==> config.mk <==
export PLATFORM = sky130hd
export DESIGN_NAME = tcx_input_xbar
export DESIGN_NICKNAME = d
export VERILOG_FILES = /design/src/rtl/tcx_pkg.sv /design/src/rtl/tcx_cfg_bank.sv /design/src/rtl/tcx_cell_mux.sv /design/src/rtl/tcx_input_xbar.sv
export SDC_FILE = /design/constraint.sdc
export NUM_CORES = 1
export LEC_CHECK = 0
export BUFFER_PORTS_ARGS = -buffer_cell sky130_fd_sc_hd__buf_2
export CAP_MARGIN = 10
export CORE_AREA = 2 2 271 273
export CTS_BUF_LIST = sky130_fd_sc_hd__clkbuf_8
export CTS_CLUSTER_SIZE = 28
export DETAILED_ROUTE_END_ITERATION = 10
export DIE_AREA = 0 0 273 275
export GPL_TIMING_DRIVEN = 0
export PLACE_DENSITY = 0.53
export SLEW_MARGIN = 40
export SYNTH_ARGS = -nofsm -noshare
export SYNTH_HDL_FRONTEND = slang
export SYNTH_SLANG_ARGS = --single-unit
==> constraint.sdc <==
create_clock -name clk -period 2.1 [get_ports clk]
set_input_delay 0.105 -clock clk [delete_from_list [all_inputs] [get_ports clk]]
set_output_delay 0.105 -clock clk [all_outputs]
set_load 0.005 [all_outputs]
==> src/rtl/tcx_pkg.sv <==
package tcx_pkg;

    localparam int unsigned LINES       = 8;
    localparam int unsigned LINE_IDX_W  = $clog2(LINES);
    localparam int unsigned IO_GROUPS   = 4;
    localparam int unsigned IOG_IDX_W   = $clog2(IO_GROUPS);
    localparam int unsigned CELL_GROUPS = 4;
    localparam int unsigned CELLS       = CELL_GROUPS * LINES;
    localparam int unsigned CELL_IDX_W  = $clog2(CELLS);
    localparam int unsigned DISC_N      = LINES / 2;

    typedef enum logic [1:0] {
        SRC_IO   = 2'd0,
        SRC_CLK  = 2'd1,
        SRC_PDI  = 2'd2,
        SRC_RSVD = 2'd3
    } src_class_e;

    typedef struct packed {
        logic                  en;
        src_class_e            cls;
        logic [IOG_IDX_W-1:0]  grp;
        logic [LINE_IDX_W-1:0] line;
    } cell_sel_t;

    localparam int unsigned SEL_W = $bits(cell_sel_t);

    // A word routes something only when enabled and of a real class
    function automatic logic sel_active(input cell_sel_t s);
        return s.en && (s.cls != SRC_RSVD);
    endfunction

endpackage

==> src/rtl/tcx_cfg_bank.sv <==
module tcx_cfg_bank
    import tcx_pkg::*;
#(
    parameter int unsigned N_WORDS = CELLS,
    localparam int unsigned ADDR_W = $clog2(N_WORDS)
) (
    input  logic              clk,
    input  logic              rst,
    input  logic              we,
    input  logic [ADDR_W-1:0] addr,
    input  logic [SEL_W-1:0]  wdata,
    output logic [SEL_W-1:0]  rdata,
    output cell_sel_t         sel_o [N_WORDS]
);

    cell_sel_t cfg_q [N_WORDS];

    always_ff @(posedge clk) begin
        if (rst) begin
            for (int k = 0; k < int'(N_WORDS); k++) begin
                cfg_q[k] <= '0;
            end
        end else if (we) begin
            cfg_q[addr] <= cell_sel_t'(wdata);
        end
    end

    assign rdata = cfg_q[addr];

    for (genvar k = 0; k < int'(N_WORDS); k++) begin : g_word
        assign sel_o[k] = cfg_q[k];

        // reset leaves every word cleared
        a_r1_reset_clears: assert property (@(posedge clk)
            rst |=> (cfg_q[k] == '0));

        // a word not addressed by a write keeps its value
        a_r2_others_hold: assert property (@(posedge clk) disable iff (rst)
            !(we && (addr == ADDR_W'(k))) |=> $stable(cfg_q[k]));
    end

    // written data lands in the addressed word
    a_r2_write_lands: assert property (@(posedge clk) disable iff (rst)
        we |=> (cfg_q[$past(addr)] == cell_sel_t'($past(wdata))));

endmodule

==> src/rtl/tcx_cell_mux.sv <==
module tcx_cell_mux
    import tcx_pkg::*;
#(
    parameter int unsigned N_IO = IO_GROUPS * LINES
) (
    input  cell_sel_t          sel,
    input  logic [N_IO-1:0]    io_in,
    input  logic [LINES-1:0]   clk_bus,
    input  logic [LINES-1:0]   pdi_bus,
    output logic               y
);

    logic io_bit;

    assign io_bit = io_in[{sel.grp, sel.line}];

    always_comb begin
        y = 1'b0;
        if (sel.en) begin
            unique case (sel.cls)
                SRC_IO:   y = io_bit;
                SRC_CLK:  y = clk_bus[sel.line];
                SRC_PDI:  y = pdi_bus[sel.line];
                default:  y = 1'b0;
            endcase
        end
    end

endmodule

==> src/rtl/tcx_input_xbar.sv <==
module tcx_input_xbar
    import tcx_pkg::*;
(
    input  logic                  clk,
    input  logic                  rst,
    input  logic                  cfg_we,
    input  logic [CELL_IDX_W-1:0] cfg_addr,
    input  logic [SEL_W-1:0]      cfg_wdata,
    output logic [SEL_W-1:0]      cfg_rdata,
    input  logic [IO_GROUPS*LINES-1:0] io_in,
    input  logic [LINES-1:0]      clk_bus,
    input  logic [DISC_N-1:0]     disc_in,
    input  logic [DISC_N-1:0]     irq_in,
    output logic [CELLS-1:0]      cell_in
);

    cell_sel_t        sel [CELLS];
    logic [LINES-1:0] pdi_bus;

    // Discriminator lines take the low half, interrupt lines the high half
    assign pdi_bus = {irq_in, disc_in};

    tcx_cfg_bank #(.N_WORDS(CELLS)) u_cfg (
        .clk   (clk),
        .rst   (rst),
        .we    (cfg_we),
        .addr  (cfg_addr),
        .wdata (cfg_wdata),
        .rdata (cfg_rdata),
        .sel_o (sel)
    );

    for (genvar cg = 0; cg < int'(CELL_GROUPS); cg++) begin : g_cgrp
        for (genvar p = 0; p < int'(LINES); p++) begin : g_pos
            localparam int unsigned K = cg * LINES + p;

            tcx_cell_mux u_mux (
                .sel     (sel[K]),
                .io_in   (io_in),
                .clk_bus (clk_bus),
                .pdi_bus (pdi_bus),
                .y       (cell_in[K])
            );

            // disabled or reserved selection gives a low input
            a_r7_idle_low: assert property (@(posedge clk) disable iff (rst)
                !sel_active(sel[K]) |-> !cell_in[K]);

            // clock class follows the chosen clock line
            a_r5_clock_follow: assert property (@(posedge clk) disable iff (rst)
                (sel[K].en && sel[K].cls == SRC_CLK)
                    |-> (cell_in[K] == clk_bus[sel[K].line]));

            // upper half of the mixed group comes from the interrupt lines
            a_r6_irq_half: assert property (@(posedge clk) disable iff (rst)
                (sel[K].en && sel[K].cls == SRC_PDI && sel[K].line[LINE_IDX_W-1])
                    |-> (cell_in[K] == irq_in[sel[K].line[LINE_IDX_W-2:0]]));
        end
    end

endmodule

==> results.yml <==
status:
  run_status: "finished with violations"
  failed_checks: "setup timing"
global_routing:
  grt_antenna_before_repair: 13
  grt_pass1_vias: 23800
  grt_remaining_overflow: 0
  maximum_number_of_pins_on_one_net_before_global_route_repair: 14
  grt.total_usage_pct: 38.4
  global_route_wire_length_before_repair_mm: 197
die:
  floorplan.die_area_um2: 75100
  initial_utilization_pct: 37.6
  die_w_um: 273
  rows: 99
  top_level_ports: 104
  die_y_um: 275
  core-area_um2: 72300
power_and_ir_drop:
  power.density_cell_area_nw_per_um2: 558
  cellLeakagePower_nw: 12.2
  power.ir.vdd_worst_uv: 506
  power.total_mw: 18.0
logic_synthesis:
  post_syn_instances: 2318
  synth_top_area_cell: "sky130_fd_sc_hd__edfxtp_1"
  synth_edf_count: 256
  syn_area_um2: 27200
  synth.top_cell.area_share_pct: 28.3
  synth_ff_type: "sky130_fd_sc_hd__edfxtp_1"
  netlist_top_cells_area: "sky130_fd_sc_hd__edfxtp_1, sky130_fd_sc_hd__mux4_2, sky130_fd_sc_hd__mux2i_1, sky130_fd_sc_hd__and2_1, sky130_fd_sc_hd__mux4_1"
  syn_area_per_cell_um2: 11.7
  yosys_register_bits: 256
  synth.yosys.seq_area_share_pct: 28.3
  ys_async_sr_fraction_pct: 0
  synth.lib_cells_used.distinct: 38
  ys_warn_count: 0
  postSynthNetCount: 2382
sta:
  post-route-worst-setup-slack_ns: -0.774
  report.final.slew_viol_count: 0
  final_report_setup_violation_count: 40
  timing.hold.ws_ns: 0.219
  post-route-min-period_ns: 2.87
  worst_margin_slew_ns: 0.979
  max_freq_mhz: 348
  number_of_hold_slack_violations_in_the_final_timing_report: 0
  finalCritPeriodShare_pct: 137
  unrepaired_setup_endpoints_after_global_routing: "true"
  setup_total_negative_slack_ns: -23.48
  max-slew-margin-rel_pct: 34.7
layout:
  largest_register_ffs: 256
  syn_to_final_growth_pct: 19.0
  nets: 2675
  num-fill-cells: 6850
  registers.top_by_ff_count: "u_cfg.cfg_q"
  final_layout_size_suffix_gt1_share_pct: 40.9
  largestRegisters: "u_cfg.cfg_q x256"
critical_path:
  critical_path.endpoint_type: "output port"
  critical_path.cell_chain: "buf_6, mux2i_1, mux4_2, a21oi_4, o21ai_4, a41oi_4, buf_2"
  critical-path-top-delay-family: "multiplexers"
  cp-startpoint: "u_cfg.cfg_q[8][0]$_SDFFCE_PN0P_"
  cp_num_buf_inv: 2
  cp_data_arrival_time_ns: 2.77
  crit_path_max_fanout: 4
  crit_path_max_incr_delay_ns: 0.58
  required_worst_endpoint_ns: 2.00
  cp_slowest_cell: "sky130_fd_sc_hd__mux4_2"
  crit_type: "flip-flop to output port"
  startpoint_type: "flip-flop"
cts:
  numClockSinks: 256
  clkTransAtPathRegs_ns: 0.06
  numCtsBuffers: 50
  cts-root-to-sink-buffers: 3
  cts.htree.levels: 2
  cts_tree: "yes"
  cts_root_buffer: "sky130_fd_sc_hd__clkbuf_8"
route:
  drtPass1Iterations: 6
  drt_wl_total_mm: 147
  drc: 0
  antenna_violating_nets_post_route: 0
  first_drt_iteration_drcs: 3768
  detailroute.via_count: 25300
  post_drt_wl_per_cell_um: 40.6
  vias_per_cell: 6.99
run:
  timing.max_cap.violations: 0
placed_design:
  pre_cts_ws_ns: -0.927
  finalWeightedCongestion: 1.03
  port-buffer-count: 102
  detailed_placement_hpwl_mm: 102
worst_hold_path:
  min_path_type: "input port to flip-flop"
  min_delay_startpoint: "rst"
==> metal layers <==
metal	routed length (µm)	vias to the layer above	GRT usage, %
li1	-	9769	-
met1	55100	12800	49.3
met2	61500	2130	56.8
met3	18900	592	12.1
met4	11300	12	22.4
met5	115	-	0
==> layout by cell type (no fill, tap or decap), types with 55 or more instances in the layout <==
master / instances
sky130_fd_sc_hd__mux4_2: 268
sky130_fd_sc_hd__mux2i_1: 374
sky130_fd_sc_hd__buf_4: 163
sky130_fd_sc_hd__buf_2: 169
sky130_fd_sc_hd__nor2_1: 55
sky130_fd_sc_hd__clkbuf_1: 70
sky130_fd_sc_hd__nand3b_1: 66
sky130_fd_sc_hd__a221oi_1: 57
sky130_fd_sc_hd__edfxtp_1: 256
sky130_fd_sc_hd__nor2b_1: 90
sky130_fd_sc_hd__clkbuf_2: 76
sky130_fd_sc_hd__buf_6: 80
sky130_fd_sc_hd__and2_1: 289
==> through the flow <==
step	area, µm²	utilization (%)	instances
floorplan	27200	-	2318
global placement	28900	39.9	3379
detailed placement	29000	40.1	3380
CTS	31600	43.7	3574
global route	32300	44.7	3613
finish	32300	44.7	3617
==> synth_stat cells, types with 2 or more instances <==
cell	number
sky130_fd_sc_hd__or3b_2	3
sky130_fd_sc_hd__o21ai_0	32
sky130_fd_sc_hd__or2_2	33
sky130_fd_sc_hd__or3_1	2
sky130_fd_sc_hd__clkbuf_1	174
sky130_fd_sc_hd__nand3_1	33
sky130_fd_sc_hd__buf_12	2
sky130_fd_sc_hd__buf_6	35
sky130_fd_sc_hd__edfxtp_1	256
sky130_fd_sc_hd__mux2_2	32
sky130_fd_sc_hd__mux4_2	250
sky130_fd_sc_hd__nor2_4	8
sky130_fd_sc_hd__nor2_1	56
sky130_fd_sc_hd__nor2_2	3
sky130_fd_sc_hd__buf_1	3
sky130_fd_sc_hd__a41oi_2	32
sky130_fd_sc_hd__nand2_1	35
sky130_fd_sc_hd__nand3b_1	66
sky130_fd_sc_hd__nor2b_1	96
sky130_fd_sc_hd__nor3b_2	2
sky130_fd_sc_hd__buf_2	107
sky130_fd_sc_hd__a2111oi_0	64
sky130_fd_sc_hd__nand4b_1	32
sky130_fd_sc_hd__a221oi_1	64
sky130_fd_sc_hd__mux2i_1	384
sky130_fd_sc_hd__a21oi_1	32
sky130_fd_sc_hd__inv_1	11
sky130_fd_sc_hd__buf_4	34
sky130_fd_sc_hd__nand4_1	40
sky130_fd_sc_hd__mux4_1	38
sky130_fd_sc_hd__and2_1	289
sky130_fd_sc_hd__and3b_1	2
sky130_fd_sc_hd__a22oi_1	32
sky130_fd_sc_hd__o21ai_1	32
==> logic make-up (layout without fill, tap and decap cells) <==
group                  Yosys count  count (layout)  synth area share [%]
other                            0               7                     0
AOI/OAI and AO/OA              288             288                  8.69
and+or+nand+nor                704             704                  16.1
buffers and inverters          366             699                  7.10
DFF                            256             256                  28.3
muxes                          704             704                  39.9
==> what timing repair did <==
action / 4_1_cts / 5_1_grt
pin swaps: 95 / 68
endpoints found under the hold margin: 15 / 0
setup endpoints to repair: 40 / 40
cloned: 18 / 0
buffers inserted: 107 / 41
hold buffers: 8 / 0
gates resized for setup: 228 / 190
==> power breakdown <==
part           internal, mW  switching (mW)  leakage (nW)
clock                  3.02            2.56         0.564
combinational          2.58            3.58          9.16
sequential             5.91           0.384          2.44
==> area by class of cell <==
cell class | instances | area, µm² | share of cell area [%]
timing repair buffer | 274 | 2100 | 6.51
clock inverter | 41 | 353 | 1.09
clock buffer | 51 | 702 | 2.17
buffer | 322 | 2030 | 6.28
antenna | 7 | 17.5 | 0.0542
inverter | 11 | 41.3 | 0.128
multi-input combinational | 1696 | 18200 | 56.3
tap | 959 | 1200 | 3.71
sequential | 256 | 7690 | 23.8
==> final timing paths <==
kind / endpoint / cells past startpoint
worst max-delay path: cell_in[8] / 7
worst min-delay path: u_cfg.cfg_q[29][7]$_SDFFCE_PN0P_ / 2
No activity file was read; power rests on OpenSTA's default activity.
